<file path="config.mk">
export PLATFORM = sky130hd
export DESIGN_NAME = x21_serial_tx
export DESIGN_NICKNAME = d
export VERILOG_FILES = /design/src/rtl/x21tx_pkg.sv /design/src/rtl/x21tx_sync.sv /design/src/rtl/x21tx_edge.sv /design/src/rtl/x21tx_hold.sv /design/src/rtl/x21tx_fsm.sv /design/src/rtl/x21_serial_tx.sv
export SDC_FILE = /design/constraint.sdc
export NUM_CORES = 1
export LEC_CHECK = 0
export ABC_AREA = 1
export ABC_CLOCK_PERIOD_IN_PS = 1600
export BUFFER_PORTS_ARGS = -buffer_cell sky130_fd_sc_hd__buf_4
export CAP_MARGIN = 40
export CORE_ASPECT_RATIO = 0.6
export CORE_MARGIN = 2
export CORE_UTILIZATION = 55
export DETAILED_ROUTE_END_ITERATION = 10
export PLACE_DENSITY_LB_ADDON = 0.12
export SYNTH_ARGS = -nofsm -noshare
export SYNTH_HDL_FRONTEND = slang
export SYNTH_SLANG_ARGS = --single-unit
</file>
<file path="constraint.sdc">
create_clock -name clk -period 1.6 [get_ports clk]
set_input_delay 0.16 -clock clk [delete_from_list [all_inputs] [get_ports clk]]
set_output_delay 0.16 -clock clk [all_outputs]
set_load 0.005 [all_outputs]
</file>
<file path="src/rtl/x21tx_pkg.sv">
package x21tx_pkg;

    typedef enum logic [1:0] {
        ST_EMPTY = 2'd0,
        ST_STALL = 2'd1,
        ST_SEND  = 2'd2,
        ST_PAUSE = 2'd3
    } tx_state_t;

endpackage

</file>
<file path="src/rtl/x21tx_sync.sv">
module x21tx_sync #(
    parameter int WIDTH  = 3,
    parameter int STAGES = 2
) (
    input  logic             clk,
    input  logic             rst_n,
    input  logic [WIDTH-1:0] async_i,
    output logic [WIDTH-1:0] sync_o
);

    logic [WIDTH-1:0] stage_q [STAGES];

    generate
        for (genvar s = 0; s < STAGES; s++) begin : g_stage
            if (s == 0) begin : g_first
                always_ff @(posedge clk or negedge rst_n) begin
                    if (!rst_n) stage_q[s] <= '0;
                    else        stage_q[s] <= async_i;
                end
            end else begin : g_next
                always_ff @(posedge clk or negedge rst_n) begin
                    if (!rst_n) stage_q[s] <= '0;
                    else        stage_q[s] <= stage_q[s-1];
                end
            end
        end
    endgenerate

    assign sync_o = stage_q[STAGES-1];

endmodule

</file>
<file path="src/rtl/x21tx_edge.sv">
module x21tx_edge (
    input  logic clk,
    input  logic rst_n,
    input  logic level_i,
    output logic rise_o
);

    logic prev_q;

    always_ff @(posedge clk or negedge rst_n) begin
        if (!rst_n) prev_q <= 1'b0;
        else        prev_q <= level_i;
    end

    assign rise_o = level_i & ~prev_q;

endmodule

</file>
<file path="src/rtl/x21tx_hold.sv">
module x21tx_hold #(
    parameter int DATA_W = 8
) (
    input  logic              clk,
    input  logic              rst_n,
    input  logic              ack_i,
    input  logic [DATA_W-1:0] data_i,
    input  logic              take_i,
    output logic              req_o,
    output logic              full_o,
    output logic [DATA_W-1:0] data_o
);

    logic              full_q;
    logic [DATA_W-1:0] data_q;

    always_ff @(posedge clk or negedge rst_n) begin
        if (!rst_n) begin
            full_q <= 1'b0;
            data_q <= '0;
        end else if (take_i) begin
            full_q <= 1'b0;
        end else if (!full_q && ack_i) begin
            full_q <= 1'b1;
            data_q <= data_i;
        end
    end

    assign req_o  = ~full_q;
    assign full_o = full_q;
    assign data_o = data_q;

endmodule

</file>
<file path="src/rtl/x21tx_fsm.sv">
module x21tx_fsm
    import x21tx_pkg::*;
#(
    parameter int DATA_W = 8
) (
    input  logic              clk,
    input  logic              rst_n,
    input  logic              rise_i,
    input  logic              ready_i,
    input  logic              hold_full_i,
    input  logic [DATA_W-1:0] hold_data_i,
    output logic              take_o,
    output logic              txd_o,
    output logic              ctl_n_o
);

    localparam int CNT_W = (DATA_W > 1) ? $clog2(DATA_W) : 1;
    localparam logic [CNT_W-1:0] LAST_BIT = CNT_W'(DATA_W - 1);

    tx_state_t         state_q, state_d;
    logic [DATA_W-1:0] shreg_q;
    logic [CNT_W-1:0]  cnt_q;
    logic              at_last;
    logic              load;
    logic              shift;

    assign at_last = (cnt_q == LAST_BIT);

    // next-state logic
    always_comb begin
        state_d = state_q;
        unique case (state_q)
            ST_EMPTY: if (rise_i && hold_full_i) state_d = ready_i ? ST_SEND : ST_STALL;
            ST_STALL: if (rise_i && ready_i)     state_d = ST_SEND;
            ST_SEND: begin
                if (rise_i) begin
                    if (at_last) begin
                        if (hold_full_i) state_d = ready_i ? ST_SEND : ST_STALL;
                        else             state_d = ST_EMPTY;
                    end else begin
                        state_d = ready_i ? ST_SEND : ST_PAUSE;
                    end
                end
            end
            ST_PAUSE: if (rise_i && ready_i)     state_d = ST_SEND;
        endcase
    end

    // state register
    always_ff @(posedge clk or negedge rst_n) begin
        if (!rst_n) state_q <= ST_EMPTY;
        else        state_q <= state_d;
    end

    // byte load and bit advance
    always_comb begin
        load  = 1'b0;
        shift = 1'b0;
        unique case (state_q)
            ST_EMPTY, ST_STALL: load = rise_i && hold_full_i && ready_i;
            ST_SEND: begin
                load  = rise_i && at_last && hold_full_i && ready_i;
                shift = rise_i && !at_last;
            end
            ST_PAUSE: ;
        endcase
    end

    always_ff @(posedge clk or negedge rst_n) begin
        if (!rst_n) begin
            shreg_q <= '1;
            cnt_q   <= '0;
        end else if (load) begin
            shreg_q <= hold_data_i;
            cnt_q   <= '0;
        end else if (shift) begin
            shreg_q <= {shreg_q[DATA_W-2:0], 1'b1};
            cnt_q   <= cnt_q + CNT_W'(1);
        end
    end

    // outputs
    always_comb begin
        take_o  = load;
        txd_o   = 1'b1;
        ctl_n_o = 1'b1;
        unique case (state_q)
            ST_SEND: begin
                txd_o   = shreg_q[DATA_W-1];
                ctl_n_o = 1'b0;
            end
            ST_EMPTY, ST_STALL, ST_PAUSE: ;
        endcase
    end

endmodule

</file>
<file path="src/rtl/x21_serial_tx.sv">
module x21_serial_tx #(
    parameter int DATA_W      = 8,
    parameter int SYNC_STAGES = 2
) (
    input  logic              clk,
    input  logic              rst_n,
    input  logic              line_clk_i,
    input  logic              rcv_clear_i,
    input  logic              rcv_ready_i,
    output logic              buf_req_o,
    input  logic              buf_ack_i,
    input  logic [DATA_W-1:0] buf_data_i,
    output logic              txd_o,
    output logic              ctl_n_o
);

    localparam int N_SYNC = 3;

    logic [N_SYNC-1:0] raw_in;
    logic [N_SYNC-1:0] synced;
    logic              line_lvl;
    logic              rise_evt;
    logic              rdy_both;
    logic              hold_full;
    logic              take;
    logic [DATA_W-1:0] hold_data;

    assign raw_in = {line_clk_i, rcv_clear_i, rcv_ready_i};

    x21tx_sync #(.WIDTH(N_SYNC), .STAGES(SYNC_STAGES)) u_sync (
        .clk     (clk),
        .rst_n   (rst_n),
        .async_i (raw_in),
        .sync_o  (synced)
    );

    assign line_lvl = synced[2];
    assign rdy_both = synced[1] & synced[0];

    x21tx_edge u_edge (
        .clk     (clk),
        .rst_n   (rst_n),
        .level_i (line_lvl),
        .rise_o  (rise_evt)
    );

    x21tx_hold #(.DATA_W(DATA_W)) u_hold (
        .clk    (clk),
        .rst_n  (rst_n),
        .ack_i  (buf_ack_i),
        .data_i (buf_data_i),
        .take_i (take),
        .req_o  (buf_req_o),
        .full_o (hold_full),
        .data_o (hold_data)
    );

    x21tx_fsm #(.DATA_W(DATA_W)) u_fsm (
        .clk         (clk),
        .rst_n       (rst_n),
        .rise_i      (rise_evt),
        .ready_i     (rdy_both),
        .hold_full_i (hold_full),
        .hold_data_i (hold_data),
        .take_o      (take),
        .txd_o       (txd_o),
        .ctl_n_o     (ctl_n_o)
    );

endmodule

</file>
==> Word level (Yosys, flattened, before mapping) <==
Index checks and enable logic that the tools add are counted.
{ "totals": {"reg_bits": 29, "wordCells": 56, "input_bits": 14, "out_inout_bits": 3} }
{ "op_classes": {"eq_ne": 7, "n_mux": 18, "bitwise": 5, "reduce_logical": 17, "n_addsub": 1} }
{ "ops": {"columns": ["cell", "count"], "rows": [
  ["8-bit two-way mux", 2],
  ["2-bit two-way mux", 6],
  ["1-bit logical AND", 8],
  ["1-bit two-way mux", 6],
  ["3-bit two-way mux", 2],
  ["2-bit by 1-bit inequality test with 1-bit output (second input constant)", 3],
  ["2-bit case mux with 3 select lines", 1],
  ["2-bit equality test (second input constant)", 2],
  ["2-bit nonzero test", 2],
  ["2-bit OR reduction", 2],
  ["3-bit by 1-bit adder with 3-bit output (second input constant)", 1],
  ["3-bit equality test (second input constant)", 1],
  ["1-bit inverter", 3],
  ["3-bit AND reduction", 1],
  ["1-bit bitwise AND", 2],
  ["2-bit by 1-bit equality test with 1-bit output (second input constant)", 1],
  ["1-bit logical NOT", 2],
  ["2-bit logical NOT", 1],
  ["1-bit case mux with 2 select lines", 1],
  ["2-bit AND reduction", 1]
]} }

==> Logic depth before layout (Yosys ltp) <==
Gate-level depths: netlist (run 1).
{ "depth": {"ltp_word": 8, "ltp_mapped": 8, "mapped_depth_nobuf": 8} }

==> Cells and area by module <==
Synthesis (run 1) repeated with hierarchy kept, for this count alone.
{ "hier_totals": {"hier_cells": 158, "hier_area_um2": 1458.9} }
{ "by_module_without_submodules": {"columns": ["module", "seq_area_each_um2", "area_each_um2", "n_inst", "cells_each"], "rows": [
  ["x21tx_fsm", 335.3, 863.3, 1, 105],
  ["x21tx_hold", 225.2, 380.4, 1, 39],
  ["x21tx_sync", 150.1, 172.7, 1, 9],
  ["x21tx_edge", 25.0, 35.0, 1, 3],
  ["x21_serial_tx", 0.0, 7.5, 1, 2]
]} }

==> Least setup slack after synthesis (run 1) <==
OpenSTA, ideal clock, no wires.
{ "synth_path": {"path_type": "reg2reg", "from": "register u_fsm.cnt_q[0]", "to": "register u_fsm.shreg_q[0]", "setup_ns": 0.060, "required_ns": 1.540, "path_stages_with_launch": 9, "period_less_slack_ns": 1.453, "n_path_buf": 1, "path_slack_ns": 0.147, "arrival_time_ns": 1.392, "path_cell_list": "dfrtp_1 > ha_1 > ha_1 > nand2_1 > nand2_2 > nand2_2 > buf_4 > nand3_1 > nand2_1"} }
{ "synth_via": {"elab_chain_cells": 6, "elab_cells_between_ends": 10, "classes_between": "1 x eq/ne; 3 x mux; 6 x reduce/logical"} }
{ "synth_lines": {"columns": ["item", "line_no", "source"], "rows": [
  ["start: declaration", "x21tx_fsm.sv:22", "logic [CNT_W-1:0] cnt_q;"],
  ["start signal: assignment", "x21tx_fsm.sv:78", "cnt_q <= cnt_q + CNT_W'(1);"],
  ["3-bit equality test (*)", "x21tx_fsm.sv:27", "assign at_last = (cnt_q == LAST_BIT);"],
  ["1-bit logical AND (3 in a row)", "x21tx_fsm.sv:62", "load = rise_i && at_last && hold_full_i && ready_i;"],
  ["1-bit case mux with 2 select lines", "x21tx_fsm.sv:59", "unique case (state_q)"],
  ["8-bit two-way mux / 2-bit nonzero test (equally long branches)", null, null],
  ["end signal: assignment", "x21tx_fsm.sv:74", "shreg_q <= hold_data_i;"],
  ["end signal: assignment", "x21tx_fsm.sv:77", "shreg_q <= {shreg_q[DATA_W-2:0], 1'b1};"],
  ["end: declaration", "x21tx_fsm.sv:21", "logic [DATA_W-1:0] shreg_q;"]
]} }
Every way passes the cells marked *; elsewhere a longest branch is shown, timed or not.
A chain may end at the register's enable or synchronous reset.

==> Worst setup path after layout (run 1) <==
{ "layout_path": {"from": "register u_fsm.cnt_q[0]", "to": "register u_fsm.cnt_q[0]"} }
{ "layout_via": {"elab_chain_cells": 6, "elab_cells_between_ends": 12, "classes_between": "1 x add/sub; 1 x eq/ne; 4 x mux; 6 x reduce/logical"} }
{ "layout_lines": {"columns": ["item", "line_no"], "rows": [
  ["3-bit equality test", "x21tx_fsm.sv:27"],
  ["1-bit logical AND (3 in a row)", "x21tx_fsm.sv:62"],
  ["1-bit case mux with 2 select lines", "x21tx_fsm.sv:59"],
  ["3-bit two-way mux / 2-bit nonzero test (equally long branches)", null]
]} }
Parallel ways exist; a longest one is shown, timed or not. The select of a mux whose other input is x is not followed.

==> results of run 1 <==
## where the power goes
group	switching (W)	internal [W]	total [W]	leakage, nW
logic	0.000426	0.000388	0.000815	0.444
registers	0.000182	0.00107	0.00125	0.330
clock network	0.000255	0.000350	0.000605	0.0455
total	0.000864	0.00181	0.00267	0.820
## cell families after synthesis
logic type | share of synthesized area (%)
AO/OA/AOI/OAI | 1.537
adder cells (fa/ha/maj) | 1.921
buffers and inverters | 4.900
flip-flops | 56.48
multiplexers | 6.052
AND/OR/NAND/NOR | 29.11
## stage by stage
stage / total power (W) / worst slack [ns]
5_1_grt: 0.002852 / 0.03305
3_5_place_dp: 0.002066 / 0.01731
4_1_cts: 0.002696 / 0.07118
3_3_place_gp: 0.002009 / 0.1225
2_1_floorplan: 0.001764 / 0.1472
6_report: 0.002673 / 0.1252
## placed cells by master, fill, tap and decap left out
cell | Yosys | routed
nand2_1 | 35 | 35
nand3_1 | 28 | 28
dfrtp_1 | 21 | 21
buf_4 | 1 | 19
inv_1 | 10 | 10
dfstp_2 | 8 | 8
mux2_2 | 7 | 7
clkbuf_8 | 0 | 6
nor2_1 | 4 | 4
dlygate4sd3_1 | 0 | 4
nand2_2 | 4 | 3
inv_2 | 2 | 2
nor2_4 | 2 | 2
nand2_4 | 1 | 2
nand3_2 | 2 | 2
a21oi_1 | 2 | 2
o21ai_0 | 2 | 2
clkbuf_1 | 0 | 2
or2_2 | 1 | 1
nand3b_1 | 1 | 1
ha_1 | 2 | 1
ha_2 | 0 | 1
## worst reg2reg max path, cell delays in order, from the launching register on
cell and delay [ns]:
dfrtp_1 0.41, ha_1 0.22, ha_2 0.20, nor2_4 0.16
nand2_4 0.13, inv_1 0.11, nor2_1 0.04, nor2_1 0.12
## timing repair
action	CTS	global route
hold buffers	4	0
hold endpoints to repair	24	0
endpoints found under the setup margin	1	7
gates resized for setup	1	1
## sequential cells by signal, indices dropped and copies added (netlist names)
signal          count
u_fsm.state_q       2
u_edge.prev_q       1
u_fsm.cnt_q         3
u_hold.data_o       8
u_hold.full_o       1
u_sync.sync_o       3
u_sync.stage_q      3
u_fsm.shreg_q       8
## cell type report
class	count	area, um^2	share of cell area [%]
inverter	12	45.04	2.812
timing repair buffer	23	182.7	11.41
clock buffer	8	90.09	5.625
tap	30	37.54	2.344
multi-input combinational	91	510.5	31.87
sequential	29	735.7	45.94
## routing by layer
metal	share of wire [%]	GRT usage, %
met5	0	0
met4	2.0	9.388
met3	6.2	9.214
met2	49	35.40
met1	43	25.54
## path summary, 6_finish.rpt
kind | from | to | slack (ns) | cells past startpoint
max | u_fsm.cnt_q[0]$_DFFE_PN0P_ | u_fsm.cnt_q[0]$_DFFE_PN0P_ | 0.13 | 7
min | buf_data_i[3] | u_hold.data_o[3]$_DFFE_PN0P_ | 0.12 | 2
max reg2reg | u_fsm.cnt_q[0]$_DFFE_PN0P_ | u_fsm.cnt_q[0]$_DFFE_PN0P_ | 0.13 | 7
min reg2reg | u_sync.stage_q[4]$_DFF_PN0_ | u_sync.sync_o[1]$_DFF_PN0_ | 0.35 | 0
max in group asynchronous | rst_n | u_fsm.shreg_q[3]$_DFFE_PN1P_ | 0.95 | 2
min in group asynchronous | rst_n | u_hold.full_o$_DFFE_PN0P_ | 0.34 | 2
==> flow_summary.json, run 1 <==
{
  "status": "completed",
  "globalplace.congestion": 0.7416,
  "synthToLayoutAreaGrowth_pct": 22.96,
  "drive_gt1_share_pct": 32.52,
  "clk_pin_slew_ns": 0.06,
  "cp_slowest_cell": "dfrtp_1",
  "path_class": "reg -> reg",
  "hold_viol_final": 0,
  "relSlewSlack_pct": 76.49,
  "hold_path.class": "in -> reg",
  "yosysTopAreaCell": "dfrtp_1",
  "finalInstanceArea_um2": 1602,
  "wl_mm": 2.569,
  "start_kind": "flop",
  "drt_iter0_markers": 65,
  "leakage_nw": 0.8199,
  "max_freq_mhz": 678.0,
  "cts.sinks": 29,
  "die_h_um": 41.70,
  "cp_max_fo": 12,
  "dp.cells": 181,
  "final_cells": 193,
  "synth_top_cells_by_count": "35 x nand2_1, 28 x nand3_1, 21 x dfrtp_1",
  "start_util_pct": 59.32,
  "fin_skew_ns": 0.005845,
  "worst-slew-pin-transition_ns": 0.3526,
  "cts_buffers": 5,
  "h-tree-depth": 2,
  "cpMostUsedCell": "nor2_1",
  "clockBufferDepth": 2,
  "core_area_um2": 2196,
  "drc": 0,
  "grt_pass1_wl_mm": 4.278,
  "peakVddDrop_uv": 762.9,
  "yosys_warnings": 0,
  "synth_seq_cells": 29,
  "first_pass_iters": 4,
  "place_area_um2": 1464,
  "grt_pass1_vias": 983,
  "insertion_delay_ns": 0.28,
  "period_needed_ns": 1.475,
  "yosysSeqAreaShare_pct": 56.48,
  "cap_violations": 0,
  "crit_required_ns": 1.80,
  "synthCells": 134,
  "ios": 17,
  "fin_hold_ws_ns": 0.1152,
  "slew_violations": 0,
  "critical_path.top_delay_family": "simple AND/OR/NAND/NOR gates",
  "n_antenna_cell": 0,
  "slowest_delay_ns": 0.41,
  "synth_top_cell_area_share_pct": 40.35,
  "syn_area_um2": 1302,
  "synth.avg_cell_area_um2": 9.720,
  "fin_crit_sh_pct": 92.18,
  "grt_overflow_total": 0,
  "yosysMostFrequentCell": "nand2_1",
  "cp.arrival_ns": 1.67,
  "crit_chain": "ha_1 -> ha_2 -> nor2_4 -> nand2_4 -> inv_1 -> nor2_1 -> nor2_1",
  "synth.distinct_cells": 19,
  "ant_nets": 0,
  "antenna_found_initial": 0,
  "die_w_um": 66.83,
  "async_flop_share_pct": 100.0,
  "crit_buf_inv": 1,
  "fillerInstances": 161,
  "end_kind": "flop",
  "synth-edff-count": 0,
  "drt-wirelength-per-cell_um": 13.31,
  "post-route-util_pct": 72.93,
  "yosys-top-cells-area": "dfrtp_1 40%, dfstp_2 16%, nand3_1 11%, nand2_1 10%, mux2_2 6.1%",
  "synth_top_flop_cell": "dfrtp_1",
  "vias_per_cell": 5.254,
  "numPortBuffers": 16,
  "power-per-cell-area_nw_per_um2": 1669,
  "via_count": 1014,
  "setup_viol": 0,
  "grt_max_degree": 30,
  "cts_tree": "built",
  "synth.net_count": 150,
  "cts_root_buffer": "clkbuf_8",
  "post_cts_buffers": 0,
  "rsz0062_at_grt": "false",
  "final_nets": 178,
  "tns_ns": 0,
  "dieArea_um2": 2786,
  "rows": 13,
  "hpwl_mm": 1.843,
  "grt_usage_pct": 21.88
}
(Power assumes the default switching activity.)
==> run 2: changes to the inputs <==
--- a/config.mk
+++ b/config.mk
@@ -13,7 +13,7 @@
 export CORE_MARGIN = 2
 export CORE_UTILIZATION = 55
 export DETAILED_ROUTE_END_ITERATION = 10
-export PLACE_DENSITY_LB_ADDON = 0.12
+export PLACE_DENSITY = 0.81
 export SYNTH_ARGS = -nofsm -noshare
 export SYNTH_HDL_FRONTEND = slang
 export SYNTH_SLANG_ARGS = --single-unit
==> flow_summary.json, run 2 (same netlist as run 1, synthesis figures left out) <==
{
  "cts_buffers": 5,
  "numPortBuffers": 16,
  "multi_input_area_um2": 510.5,
  "max_freq_mhz": 674.1,
  "cap_violations": 0,
  "core_area_um2": 2196,
  "status": "completed",
  "drive_gt1_share_pct": 31.48,
  "fin_hold_ws_ns": 0.1090,
  "hold_path.class": "in -> reg",
  "power-per-cell-area_nw_per_um2": 1682,
  "ios": 17,
  "grt_overflow_total": 0,
  "die_h_um": 41.70,
  "tns_ns": 0,
  "hold_viol_final": 0,
  "rows": 13,
  "top_layer": "met4",
  "h-tree-depth": 2,
  "antenna_found_initial": 0,
  "relSlewSlack_pct": 76.04,
  "final_cell_mix": "35 x nand2_1, 28 x nand3_1, 21 x dfrtp_1",
  "grt_pass1_vias": 1060,
  "slew_violations": 0,
  "dieArea_um2": 2786,
  "first_pass_iters": 4,
  "crit_buf_inv": 2,
  "cts_root_buffer": "clkbuf_8",
  "synthToLayoutAreaGrowth_pct": 22.57,
  "n_antenna_cell": 0,
  "wl_met2_mm": 1.392,
  "crit_required_ns": 1.81,
  "insertion_delay_ns": 0.28,
  "slowest_delay_ns": 0.41,
  "cp.arrival_ns": 1.69,
  "fin_skew_ns": 0.004211,
  "cts_tree": "built",
  "drt-wirelength-per-cell_um": 14.28,
  "path_class": "reg -> reg",
  "leakage_nw": 0.8113,
  "wl_met1_mm": 1.154,
  "final_nets": 177,
  "ant_nets": 0,
  "start_kind": "flop",
  "grt_usage_pct": 23.75,
  "clockBufferDepth": 2,
  "fillerInstances": 157,
  "final_common_cell": "nand2_1",
  "grt_max_degree": 30,
  "drt_iter0_markers": 64,
  "regArea_um2": 735.7,
  "peakVddDrop_uv": 799.7,
  "clk_pin_slew_ns": 0.06,
  "period_needed_ns": 1.483,
  "crit_chain": "ha_1 -> ha_2 -> nand2_1 -> nand2_2 -> buf_4 -> nand3_1 -> nand2_1 -> inv_1 -> nand2_1",
  "setup_viol": 0,
  "wl_mm": 2.742,
  "hpwl_mm": 1.881,
  "wl_met3_um": 162,
  "cpMostUsedCell": "nand2_1",
  "end_kind": "flop",
  "drc": 0,
  "cp_slowest_cell": "dfrtp_1",
  "via_count": 1046,
  "vias_per_cell": 5.448,
  "fin_crit_sh_pct": 92.71,
  "critical_path.top_delay_family": "adder cells",
  "cts.sinks": 29,
  "worst-slew-pin-transition_ns": 0.3594,
  "grt_pass1_wl_mm": 4.671,
  "cp_max_fo": 8,
  "die_w_um": 66.83,
  "globalplace.congestion": 0.7948,
  "rsz0062_at_grt": "false",
  "start_util_pct": 59.32
}
[run 2: cell type report]
cell class / instances / share of cell area, %
clock buffers: 8 / 5.016
flip-flops and latches: 29 / 46.08
repair buffers: 22 / 11.76
well taps: 30 / 2.351
multi-input cells: 91 / 31.97
inverters: 12 / 2.821
[run 2: worst paths after layout]
check / from / to / slack (ns) / cells after the start
worst max register to register: u_fsm.cnt_q[0]$_DFFE_PN0P_ / u_fsm.shreg_q[1]$_DFFE_PN1P_ / 0.12 / 9
min in group asynchronous: rst_n / u_hold.data_o[5]$_DFFE_PN0P_ / 0.34 / 2
worst max-delay path: u_fsm.cnt_q[0]$_DFFE_PN0P_ / u_fsm.shreg_q[1]$_DFFE_PN1P_ / 0.12 / 9
worst min register to register: u_sync.stage_q[5]$_DFF_PN0_ / u_sync.sync_o[2]$_DFF_PN0_ / 0.35 / 0
worst min-delay path: buf_data_i[2] / u_hold.data_o[2]$_DFFE_PN0P_ / 0.11 / 2
max in group asynchronous: rst_n / u_fsm.shreg_q[5]$_DFFE_PN1P_ / 0.95 / 2
[run 2: timing repair]
| item | 4_1_cts | 5_1_grt |
|---|---|---|
| hold buffers | 4 | 0 |
| resized for setup | 0 | 2 |
| hold endpoints to repair | 24 | 0 |
| setup buffers | 0 | 1 |
| setup endpoints to repair | 0 | 10 |
[run 2: per-stage QoR]
step           util (%)  setup slack (ns)  cells  total power (W)  cell area (um^2)
2_1_floorplan         -            0.1472    134         0.001764              1303
3_3_place_gp      65.98            0.1162    179         0.001975              1449
3_5_place_dp      65.98           0.03889    179         0.002036              1449
4_1_cts           71.45           0.02288    191         0.002624              1569
5_1_grt           72.71           0.02823    192         0.002897              1597
6_report          72.71            0.1166    192         0.002685              1597
[run 2: power breakdown]
group	switching [W]	total [W]	internal, W
sequential	0.000197	0.00127	0.00107
clock	0.000262	0.000570	0.000308
combinational	0.000437	0.000847	0.000410
total	0.000896	0.00269	0.00179
[run 2: layer usage]
metal | up-vias | GRT usage [%]
met5 | - | 0
li1 | 491 | -
met3 | 5 | 12.20
met1 | 520 | 28.42
met4 | 0 | 6.939
met2 | 30 | 37.60
==> run 3: changes to the inputs <==
--- a/config.mk
+++ b/config.mk
@@ -12,6 +12,7 @@
 export CORE_ASPECT_RATIO = 0.6
 export CORE_MARGIN = 2
 export CORE_UTILIZATION = 55
+export CTS_BUF_LIST = sky130_fd_sc_hd__clkbuf_8 sky130_fd_sc_hd__clkbuf_16
 export DETAILED_ROUTE_END_ITERATION = 10
 export PLACE_DENSITY = 0.81
 export SYNTH_ARGS = -nofsm -noshare
==> flow_summary.json, run 3 (same netlist as run 1, synthesis figures left out) <==
{
  "rsz0062_at_grt": "false",
  "start_kind": "flop",
  "drive_gt1_share_pct": 31.48,
  "cp_max_fo": 8,
  "vias_per_cell": 5.490,
  "relSlewSlack_pct": 76.11,
  "rows": 13,
  "wl_mm": 2.759,
  "hold_start": "buf_data_i[2]",
  "grt_pass1_vias": 1060,
  "drc": 0,
  "max_freq_mhz": 675.7,
  "final_nets": 177,
  "r2r_start": "u_fsm.cnt_q[0]$_DFFE_PN0P_",
  "wl_met1_mm": 1.166,
  "cts_root_buffer": "clkbuf_8",
  "cts_tree": "built",
  "tns_ns": 0,
  "dieArea_um2": 2786,
  "fin_hold_ws_ns": 0.1090,
  "first_pass_iters": 4,
  "peakVddDrop_uv": 799.6,
  "final_common_cell": "nand2_1",
  "drt-wirelength-per-cell_um": 14.37,
  "path_class": "reg -> reg",
  "setup_viol": 0,
  "cp.arrival_ns": 1.69,
  "power-per-cell-area_nw_per_um2": 1672,
  "n_antenna_cell": 0,
  "grt_pass1_wl_mm": 4.671,
  "dp.cells": 179,
  "grt_max_degree": 30,
  "via_count": 1054,
  "die_w_um": 66.83,
  "cap_violations": 0,
  "leakage_nw": 0.8237,
  "h-tree-depth": 2,
  "core_area_um2": 2196,
  "wl_met3_um": 162,
  "die_h_um": 41.70,
  "cp-startpoint": "u_fsm.cnt_q[0]$_DFFE_PN0P_",
  "cts.sinks": 29,
  "slew_violations": 0,
  "synthToLayoutAreaGrowth_pct": 22.57,
  "clockBufferDepth": 2,
  "fin_skew_ns": 0.004407,
  "finalInstanceArea_um2": 1597,
  "top_layer": "met4",
  "fin_crit_sh_pct": 92.50,
  "period_needed_ns": 1.480,
  "grt_overflow_total": 0,
  "ios": 17,
  "antenna_found_initial": 0,
  "crit_required_ns": 1.81,
  "numPortBuffers": 16,
  "place_area_um2": 1449,
  "start_util_pct": 59.32,
  "final_cells": 192,
  "end_kind": "flop",
  "hpwl_mm": 1.881,
  "ant_nets": 0,
  "status": "completed",
  "hold_path.class": "in -> reg",
  "insertion_delay_ns": 0.28,
  "worst-slew-pin-transition_ns": 0.3584,
  "hold_viol_final": 0,
  "globalplace.congestion": 0.7948,
  "final_cell_mix": "35 x nand2_1, 28 x nand3_1, 21 x dfrtp_1",
  "clk_pin_slew_ns": 0.06,
  "wl_met2_mm": 1.398,
  "drt_iter0_markers": 70,
  "post-route-util_pct": 72.71,
  "grt_usage_pct": 23.75,
  "cts_buffers": 5
}
[run 3: changes by cell type in the layout (fill, tap and decap cells not counted), sizes merged]
cell / change
inv: +3
clkbuf: -3
[run 3: path summary, 6_finish.rpt]
check | endpoint | slack, ns | cells past startpoint
worst max-delay path | u_fsm.shreg_q[1]$_DFFE_PN1P_ | 0.12 | 9
worst min-delay path | u_hold.data_o[2]$_DFFE_PN0P_ | 0.11 | 2
worst max register to register | u_fsm.shreg_q[1]$_DFFE_PN1P_ | 0.12 | 9
worst min register to register | u_sync.sync_o[2]$_DFF_PN0_ | 0.35 | 0
max in group asynchronous | u_fsm.shreg_q[7]$_DFFE_PN1P_ | 0.95 | 2
min in group asynchronous | u_hold.data_o[5]$_DFFE_PN0P_ | 0.34 | 2
[run 3: final cells by class]
type,instances,area [um^2]
sequential,29,735.7
tap,30,37.54
inverter,12,45.04
timing repair buffer,22,187.7
clock inverter,3,11.26
multi-input combinational,91,510.5
fill,157,599.3
clock buffer,5,68.82
[run 3: worst max-delay path, stage by stage (launching register included)]
cell	delay, ns
dfrtp_1	0.41
ha_1	0.21
ha_2	0.20
nand2_1	0.08
nand2_2	0.07
buf_4	0.17
nand3_1	0.09
nand2_1	0.06
inv_1	0.06
nand2_1	0.05
[run 3: repair_timing]
item                       CTS  global route
buffers inserted             0             1
hold buffers                 4             0
resized for setup            0             2
setup endpoints to repair    0            10
hold endpoints to repair    24             0
[run 3: stage by stage]
stage               total power, W  setup WS [ns]
floorplan                 0.001764         0.1472
global placement          0.001975         0.1162
CTS                       0.002606        0.02277
finish                    0.002670         0.1200
global route              0.002880        0.02783
detailed placement        0.002036        0.03889
[run 3: routing by layer]
| layer | track usage [%] | up-vias |
|---|---|---|
| met5 | 0 | - |
| met4 | 6.939 | 0 |
| met3 | 12.20 | 5 |
| met2 | 37.60 | 32 |
| met1 | 28.42 | 529 |
| li1 | - | 488 |
[run 3: power by group]
group | internal, W | switching (W) | total [W]
sequential | 0.00107 | 0.000198 | 0.00127
clock | 0.000289 | 0.000264 | 0.000552
combinational | 0.000410 | 0.000438 | 0.000848
total | 0.00177 | 0.000900 | 0.00267
